### src/rtl/uer_pkg.sv
package uer_pkg;
  localparam int unsigned REG_W = 32;
  localparam int unsigned PTR_W = $clog2(REG_W);
  localparam logic [REG_W-1:0] IMPL_BITS = 32'h005F_F031;
  localparam logic [REG_W-1:0] MASK_POR  = 32'h0040_0000;
  localparam logic [REG_W-1:0] SEV_RST   = 32'h0006_2031;
  localparam int unsigned SD_BIT = 5;

  typedef enum logic [1:0] {
    A_STAT = 2'd0,
    A_MASK = 2'd1,
    A_SEV  = 2'd2,
    A_PTR  = 2'd3
  } uer_addr_e;
endpackage

### src/rtl/uer_rst_sync.sv
module uer_rst_sync #(
  parameter int unsigned STAGES = 2
) (
  input  logic clk,
  input  logic arst_n,
  output logic rst_n_o
);
  logic [STAGES-1:0] sh_q;
  logic [STAGES-1:0] sh_nxt;

  always_comb sh_nxt = {sh_q[STAGES-2:0], 1'b1};

  always_ff @(posedge clk or negedge arst_n) begin
    if (!arst_n) sh_q <= '0;
    else         sh_q <= sh_nxt;
  end

  assign rst_n_o = sh_q[STAGES-1];
endmodule

### src/rtl/uer_csr.sv
module uer_csr
  import uer_pkg::*;
#(
  parameter logic [REG_W-1:0] IMPL     = IMPL_BITS,
  parameter logic [REG_W-1:0] MASK_INI = MASK_POR,
  parameter logic [REG_W-1:0] SEV_INI  = SEV_RST
) (
  input  logic             clk,
  input  logic             por_rst_n,
  input  logic             sys_rst_n,
  input  logic             sd_cap_en,
  input  logic [REG_W-1:0] det_i,
  input  logic             wr_i,
  input  logic [1:0]       addr_i,
  input  logic [REG_W-1:0] wdata_i,
  input  logic [PTR_W-1:0] ptr_i,
  output logic [REG_W-1:0] mask_o,
  output logic [REG_W-1:0] sev_o,
  output logic [REG_W-1:0] stat_o,
  output logic [REG_W-1:0] stat_clr_o,
  output logic [REG_W-1:0] rdata_o
);
  localparam logic [REG_W-1:0] SD_ONE = REG_W'(1) << SD_BIT;

  logic [REG_W-1:0] mask_q, mask_nxt, sev_q, sev_nxt, stat_q, stat_nxt;
  logic [REG_W-1:0] mask_wmask, clr_vec;
  logic             mask_en, sev_en, stat_en;

  always_comb begin
    mask_wmask = sd_cap_en ? IMPL : (IMPL & ~SD_ONE);
    mask_en    = wr_i && (addr_i == A_MASK);
    sev_en     = wr_i && (addr_i == A_SEV);
    clr_vec    = (wr_i && (addr_i == A_STAT)) ? (wdata_i & IMPL) : '0;
    stat_en    = (|clr_vec) || (|det_i);
    mask_nxt   = (mask_q & ~mask_wmask) | (wdata_i & mask_wmask);
    sev_nxt    = wdata_i & IMPL;
    stat_nxt   = ((stat_q & ~clr_vec) | det_i) & IMPL;
  end

  // sticky mask: power-on reset only
  always_ff @(posedge clk or negedge por_rst_n) begin
    if (!por_rst_n)   mask_q <= MASK_INI;
    else if (mask_en) mask_q <= mask_nxt;
  end

  always_ff @(posedge clk or negedge sys_rst_n) begin
    if (!sys_rst_n) begin
      sev_q  <= SEV_INI;
      stat_q <= '0;
    end else begin
      if (sev_en)  sev_q  <= sev_nxt;
      if (stat_en) stat_q <= stat_nxt;
    end
  end

  always_comb begin
    unique case (uer_addr_e'(addr_i))
      A_STAT:  rdata_o = stat_q;
      A_MASK:  rdata_o = mask_q;
      A_SEV:   rdata_o = sev_q;
      default: rdata_o = {{(REG_W-PTR_W){1'b0}}, ptr_i};
    endcase
  end

  assign mask_o     = mask_q;
  assign sev_o      = sev_q;
  assign stat_o     = stat_q;
  assign stat_clr_o = clr_vec;


  reserved_zero_chk: assert property (@(posedge clk) disable iff (!sys_rst_n)
    ((mask_q | sev_q | stat_q) & ~IMPL) == '0);


  status_set_chk: assert property (@(posedge clk) disable iff (!sys_rst_n)
    (|det_i) |=> ((stat_q & $past(det_i)) == $past(det_i)));


  sd_locked_chk: assert property (@(posedge clk) disable iff (!por_rst_n)
    (!sd_cap_en) |=> (mask_q[SD_BIT] == $past(mask_q[SD_BIT])));
endmodule

### src/rtl/uer_first_err.sv
module uer_first_err
  import uer_pkg::*;
#(
  parameter int unsigned HDR_W = 128
) (
  input  logic             clk,
  input  logic             rst_n,
  input  logic [REG_W-1:0] rpt_i,
  input  logic [HDR_W-1:0] hdr_i,
  input  logic [REG_W-1:0] stat_clr_i,
  output logic [PTR_W-1:0] ptr_o,
  output logic [HDR_W-1:0] hdr_o,
  output logic             vld_o
);
  logic [PTR_W-1:0] ptr_q, ptr_nxt, low_idx;
  logic [HDR_W-1:0] hdr_q;
  logic             vld_q, vld_nxt, cap, rearm, vld_en;

  always_comb begin
    low_idx = '0;
    for (int i = REG_W-1; i >= 0; i--) begin
      if (rpt_i[i]) low_idx = PTR_W'(i);
    end
  end

  always_comb begin
    cap     = (|rpt_i) && !vld_q;
    rearm   = vld_q && stat_clr_i[ptr_q];
    vld_en  = cap || rearm;
    vld_nxt = cap;
    ptr_nxt = low_idx;
  end

  always_ff @(posedge clk or negedge rst_n) begin
    if (!rst_n) begin
      vld_q <= 1'b0;
      ptr_q <= '0;
      hdr_q <= '0;
    end else begin
      if (vld_en) vld_q <= vld_nxt;
      if (cap) begin
        ptr_q <= ptr_nxt;
        hdr_q <= hdr_i;
      end
    end
  end

  assign ptr_o = ptr_q;
  assign hdr_o = hdr_q;
  assign vld_o = vld_q;


  capture_hold_chk: assert property (@(posedge clk) disable iff (!rst_n)
    (vld_q && !stat_clr_i[ptr_q]) |=> (vld_q && $stable(ptr_q) && $stable(hdr_q)));


  capture_cause_chk: assert property (@(posedge clk) disable iff (!rst_n)
    $rose(vld_q) |-> $past(|rpt_i));


  lowest_first_chk: assert property (@(posedge clk) disable iff (!rst_n)
    $rose(vld_q) |-> (($past(rpt_i) & ((REG_W'(1) << ptr_q) - REG_W'(1))) == '0));
endmodule

### src/rtl/uncor_err_report.sv
module uncor_err_report
  import uer_pkg::*;
#(
  parameter int unsigned HDR_W   = 128,
  parameter int unsigned SYNC_ST = 2
) (
  input  logic             clk,
  input  logic             por_n,
  input  logic             rst_n,
  input  logic             sd_cap_en,
  input  logic [31:0]      err_det,
  input  logic [HDR_W-1:0] err_hdr,
  input  logic             reg_wr,
  input  logic [1:0]       reg_addr,
  input  logic [31:0]      reg_wdata,
  output logic [31:0]      reg_rdata,
  output logic             fatal_o,
  output logic             nonfatal_o,
  output logic [HDR_W-1:0] hdr_log_o,
  output logic             hdr_log_vld_o,
  output logic [4:0]       first_ptr_o
);
  logic             por_rst_n, sys_rst_n, sys_arst_n;
  logic [REG_W-1:0] det_v, rpt_v, mask_v, sev_v, stat_v, clr_v;
  logic [PTR_W-1:0] ptr_v;
  logic             fatal_q, fatal_nxt, nonf_q, nonf_nxt;

  assign sys_arst_n = por_n & rst_n;

  uer_rst_sync #(.STAGES(SYNC_ST)) u_por_sync (
    .clk(clk), .arst_n(por_n), .rst_n_o(por_rst_n));
  uer_rst_sync #(.STAGES(SYNC_ST)) u_sys_sync (
    .clk(clk), .arst_n(sys_arst_n), .rst_n_o(sys_rst_n));

  always_comb begin
    det_v     = err_det & IMPL_BITS;
    rpt_v     = det_v & ~mask_v;
    fatal_nxt = |(rpt_v & sev_v);
    nonf_nxt  = |(rpt_v & ~sev_v);
  end

  uer_csr u_csr (
    .clk(clk), .por_rst_n(por_rst_n), .sys_rst_n(sys_rst_n),
    .sd_cap_en(sd_cap_en), .det_i(det_v), .wr_i(reg_wr),
    .addr_i(reg_addr), .wdata_i(reg_wdata), .ptr_i(ptr_v),
    .mask_o(mask_v), .sev_o(sev_v), .stat_o(stat_v),
    .stat_clr_o(clr_v), .rdata_o(reg_rdata));

  uer_first_err #(.HDR_W(HDR_W)) u_first (
    .clk(clk), .rst_n(sys_rst_n), .rpt_i(rpt_v), .hdr_i(err_hdr),
    .stat_clr_i(clr_v), .ptr_o(ptr_v), .hdr_o(hdr_log_o),
    .vld_o(hdr_log_vld_o));

  always_ff @(posedge clk or negedge sys_rst_n) begin
    if (!sys_rst_n) begin
      fatal_q <= 1'b0;
      nonf_q  <= 1'b0;
    end else begin
      fatal_q <= fatal_nxt;
      nonf_q  <= nonf_nxt;
    end
  end

  assign fatal_o     = fatal_q;
  assign nonfatal_o  = nonf_q;
  assign first_ptr_o = ptr_v;


  masked_silent_chk: assert property (@(posedge clk) disable iff (!sys_rst_n)
    ((err_det & IMPL_BITS & ~mask_v) == '0) |=> (!fatal_o && !nonfatal_o));


  reserved_ignored_chk: assert property (@(posedge clk) disable iff (!sys_rst_n)
    ((err_det & IMPL_BITS) == '0) |=> (!fatal_o && !nonfatal_o));


  pulse_cause_chk: assert property (@(posedge clk) disable iff (!sys_rst_n)
    (fatal_o || nonfatal_o) |-> $past(|(err_det & IMPL_BITS)));
endmodule

### config.mk
export PLATFORM = sky130hd
export DESIGN_NAME = uncor_err_report
export DESIGN_NICKNAME = d
export VERILOG_FILES = /design/src/rtl/uer_pkg.sv /design/src/rtl/uer_rst_sync.sv /design/src/rtl/uer_csr.sv /design/src/rtl/uer_first_err.sv /design/src/rtl/uncor_err_report.sv
export SDC_FILE = /design/constraint.sdc
export NUM_CORES = 1
export LEC_CHECK = 0
export BUFFER_PORTS_ARGS = -buffer_cell sky130_fd_sc_hd__buf_2
export CAP_MARGIN = 20
export CORE_AREA = 2 2 144 146
export DETAILED_ROUTE_END_ITERATION = 6
export DIE_AREA = 0 0 146 148
export PLACE_DENSITY = 0.67
export SLEW_MARGIN = 10
export SYNTH_ARGS = -nofsm -noshare
export SYNTH_HDL_FRONTEND = slang
export SYNTH_SLANG_ARGS = --single-unit
### constraint.sdc
create_clock -name clk -period 6 [get_ports clk]
set_input_delay 0.3 -clock clk [delete_from_list [all_inputs] [get_ports clk]]
set_output_delay 0.3 -clock clk [all_outputs]
set_load 0.01 [all_outputs]
# Word level (Yosys, flattened, before mapping)
# Index checks and enable logic that the tools add are counted.
# word_totals
word_cells	77
reg_bits	198
output_inout_bits	168
inputBits	199
# classes
n_eq_ne	2
order_cmp	1
reduce_logical	14
n_bitwise	13
mux	37
# ops
op	count
$mux 5	32
$reduce_or 32->1	4
$and 32x32->32	3
$pmux 32 s3	1
$not 32->32	2
$and 23x32->32	1
$and 32x23->32	1
$not 23->32	1
$or 32x32->32	1
$and 23x23->23	1
$mux 23	1
$not 23->23	1
$or 23x23->23	1
$reduce_or 13->1	1
$lt 5x6->1 const B	1
$mux 6	1
$bmux 1 s5	1
$logic_and 1x1->1	5
$eq 2x1->1 const B	1
$eq 2x2->1 const B	1
$logic_not 2->1	1
$logic_or 1x1->1	2
$and 1x1->1	1
$logic_not 1->1	1
$mux 1	1

# Logic depth before layout (Yosys ltp)
# logic_depth
ltp_word	34
depth_mapped	7

# Cells and area by module
# A second synthesis with hierarchy kept.
# hier_totals
hier_cells	674
area_unflattened_um2	8809.7
# by_module_without_submodules
module	cells_per_inst	area_per_inst_um2	n_inst
uer_first_err	385	5711.7	1
uer_csr	238	2643.8	1
uncor_err_report	45	346.6	1
uer_rst_sync	3	53.8	2

# Least setup slack after synthesis
# OpenSTA, ideal clock, no wires.
# synth_timing
path_type	register -> register
start	register u_csr.mask_q[22], in the netlist u_csr.mask_o[22]
end	register u_first.hdr_q[100], in the netlist u_first.hdr_o[100]
setup_ps	128
slack_ps	3951
stages_incl_launch_ff	7
t_required_ps	5872
arrival_time_ps	1922
path_buffers	2
cell_sequence	dfstp_2 nand2b_1 nand2_1 o41ai_4 buf_4 buf_4 mux2_1
# synth_via
elab_chain_cells	4
# synth_rtl
item	line	source
start, declared	uer_csr.sv:25	logic [REG_W-1:0] mask_q, mask_nxt, sev_q, sev_nxt, stat_q, stat_nxt;
start signal, assigned	uer_csr.sv:43	else if (mask_en) mask_q <= mask_nxt;
$not 32->32	uncor_err_report.sv:37	rpt_v = det_v & ~mask_v;
$and 23x32->32	uncor_err_report.sv:37	
$reduce_or 32->1	uer_first_err.sv:27	cap = (|rpt_i) && !vld_q;
$logic_and 1x1->1	uer_first_err.sv:27	
end signal, assigned	uer_first_err.sv:43	hdr_q <= hdr_i;
end, declared	uer_first_err.sv:16	logic [HDR_W-1:0] hdr_q;
# No other way between the ends.
# A chain may end at the register's enable or synchronous reset.

# Worst setup path in the final report
# layout_timing
start	register u_csr.mask_q[22], in the netlist u_csr.mask_o[22]
end	register u_first.hdr_q[59], in the netlist u_first.hdr_o[59]
# Same word-level chain as after synthesis.

==> summary.txt <==
DRC: 0
Max Cap Viol: 0
Die Height: 148 µm
GRT Total Usage: 18.17%
final RePlAce weighted congestion: 0.8621
hold path depth: 2
Port-buffer cells: 312
Synth Instances: 536
post-CTS sizing: 0
Slew @ Worst Pin: 965.0 ps
Register-to-Register Path Depth: 5
Avg Inst Size Synth: 14.04 µm²
Routed Antenna Nets: 0
fin crit share: 47.68%
initial antenna violation count: 1
vias in the first global route: 5,735
leakage: 4.743 nW
Pins Over Slew Limit: 0
total clock sinks: 179
vias: 5,474
share of cells above drive strength 1: 52.42%
Primary FF master, synth: dfrtp_1
VDD IR max: 237.7 µV
Post-synth EDFFs: 0
Crit Path Class: flip-flop to flip-flop
Yosys cell types: 41
cell area after layout: 9922 µm²
PD cells: 487.2 nW/µm²
worst setup margin: 3139 ps
CTS tree: built
largest net degree at the start of global routing: 81
crit path max fanout: 72
# IOs: 367
critical path launch point type: flip-flop
Fmax: 349.6 MHz
Via-to-Cell Ratio: 4.810
post-place setup slack: 3156 ps
Worst R2R Start: u_csr.mask_o[22]$_DFFE_PN1P_
hold buffer count at CTS: 2
top post-synthesis cells by area: dfrtp_1 57%, mux2_2 13%, mux2_1 9.7%
min-delay src: err_det[12]
post-CTS setup buffers: 0
clock root cell: clkbuf_16
die area: 21,610 µm²
Worst Path Arrival: 3160 ps
layout net count: 1,052
Yosys warning total: 0
most frequent cells after synthesis: 172 x dfrtp_1, 90 x mux2_2, 65 x mux2_1
Pre-Repair DR Iteration Count: 5
RSZ-0062 raised after global routing: no
Area Overhead vs Synth: 31.84%
min cycle time layout: 2861 ps
drt total wl: 19.34 mm
average wire per standard cell: 16.99 µm
Crit path required time: 6300 ps
overflow left after global routing: 0
Post-Syn Area: 7526 µm²
Num CTS Buffers: 17
Initial Util: 37.56%
Seq/Total Area, Yosys: 59.63%
placed inst area: 9289 µm²
Fin. Hold Viols: 0
ys async rst share: 100.0%
Final setup viols: 0
Setup crit start: u_csr.mask_o[22]$_DFFE_PN1P_
Yosys top cell area share: 57.19%
num rows: 52
biggest area consumer among synthesized cells: dfrtp_1
worst min-delay path class: primary input to flip-flop
worst skew pair latency: 420 ps
global-route wire length before repair: 30.78 mm
clock slew at reported path FFs: 70 ps
TNS Setup: 0 ps
DP HPWL: 14.42 mm
critical path capture point type: flip-flop
number of DRC markers in iteration 0: 187
chip width: 146 µm
Yosys reg bits: 179
CTS Buffer Depth: 2
CORE AREA: 20,040 µm²
register-to-register setup slack: 3140 ps
status: complete, no violations
clock skew: 15.52 ps
Slew HR: 35.67%
cell with the most instances after synthesis: dfrtp_1
H-tree levels: 4
Tot Pwr: 4.834 mW
## cells in the final DEF (no fill, tap or decap), drive strengths merged, types with 12 or more instances in the layout
cell	count
mux2i	12
a21o	13
buf	319
inv	15
conb	18
nand2b	14
o21ai	13
clkbuf	19
nand2	35
mux2	155
dfrtp	172
## cell type report
cell class	count	area [µm²]
Timing Repair Buffer	321	1654
Multi-Input combinational cell	327	2826
Clock inverter	13	137.6
Antenna cell	2	5.005
Tap cell	270	337.8
Inverter	7	26.28
Sequential cell	179	4492
Clock buffer	19	442.9
Fill cell	1859	10120
## routing by layer
metal | wire (µm) | track usage [%]
met2 | 9535 | 30.38
met1 | 7582 | 21.10
met4 | 440 | 7.136
met3 | 1782 | 7.160
met5 | 0 | 0
## critical path, cell delays in order, from the launching register on
cell and delay (ps):
dfstp_2 540, nand2b_1 220, nand2_1 150, o41ai_4 550, buf_4 780, mux2_2 420
## where the power goes
group          internal, mW  switching, mW
combinational         0.876          0.870
sequential             1.72          0.285
clock                 0.567          0.517
## worst paths after layout
path,end
min in group asynchronous,u_por_sync.sh_q[0]$_DFF_PN0_
min,u_csr.stat_o[12]$_DFFE_PN0P_
max reg2reg,u_first.hdr_o[59]$_DFFE_PN0P_
min reg2reg,u_csr.stat_o[20]$_DFFE_PN0P_
max in group asynchronous,u_first.hdr_o[39]$_DFFE_PN0P_
max,u_first.hdr_o[59]$_DFFE_PN0P_
## logic make-up (layout without fill, tap and decap cells)
family / count (synthesis) / after routing / synth area share, %
flops: 179 / 179 / 59.63
mux: 171 / 171 / 25.99
other cells: 2 / 20 / 0.09979
simple gates: 85 / 85 / 5.636
buf+inv: 46 / 360 / 3.608
compound gates: 53 / 53 / 5.037
## through the flow
step | instances | utilization, % | hold slack, ps
after global placement | 1101 | 46.35 | 92.94
after CTS | 1135 | 49.35 | 48.84
final | 1138 | 49.51 | 71.81
after detailed placement | 1101 | 46.35 | 95.07
after global routing | 1136 | 49.49 | 50.31
after floorplan | 552 | - | 4.409
## state kept, by name, summed over array words and instances (netlist names), named ones only
signal,flops
u_first.vld_o,1
u_sys_sync.sh_q,2
u_csr.mask_o,12
u_first.hdr_o,128
u_csr.sev_o,13
fatal_o,1
u_csr.stat_o,13
u_por_sync.sh_q,2
nonfatal_o,1
u_first.ptr_o,5
Power figures use the tool's default switching activity.
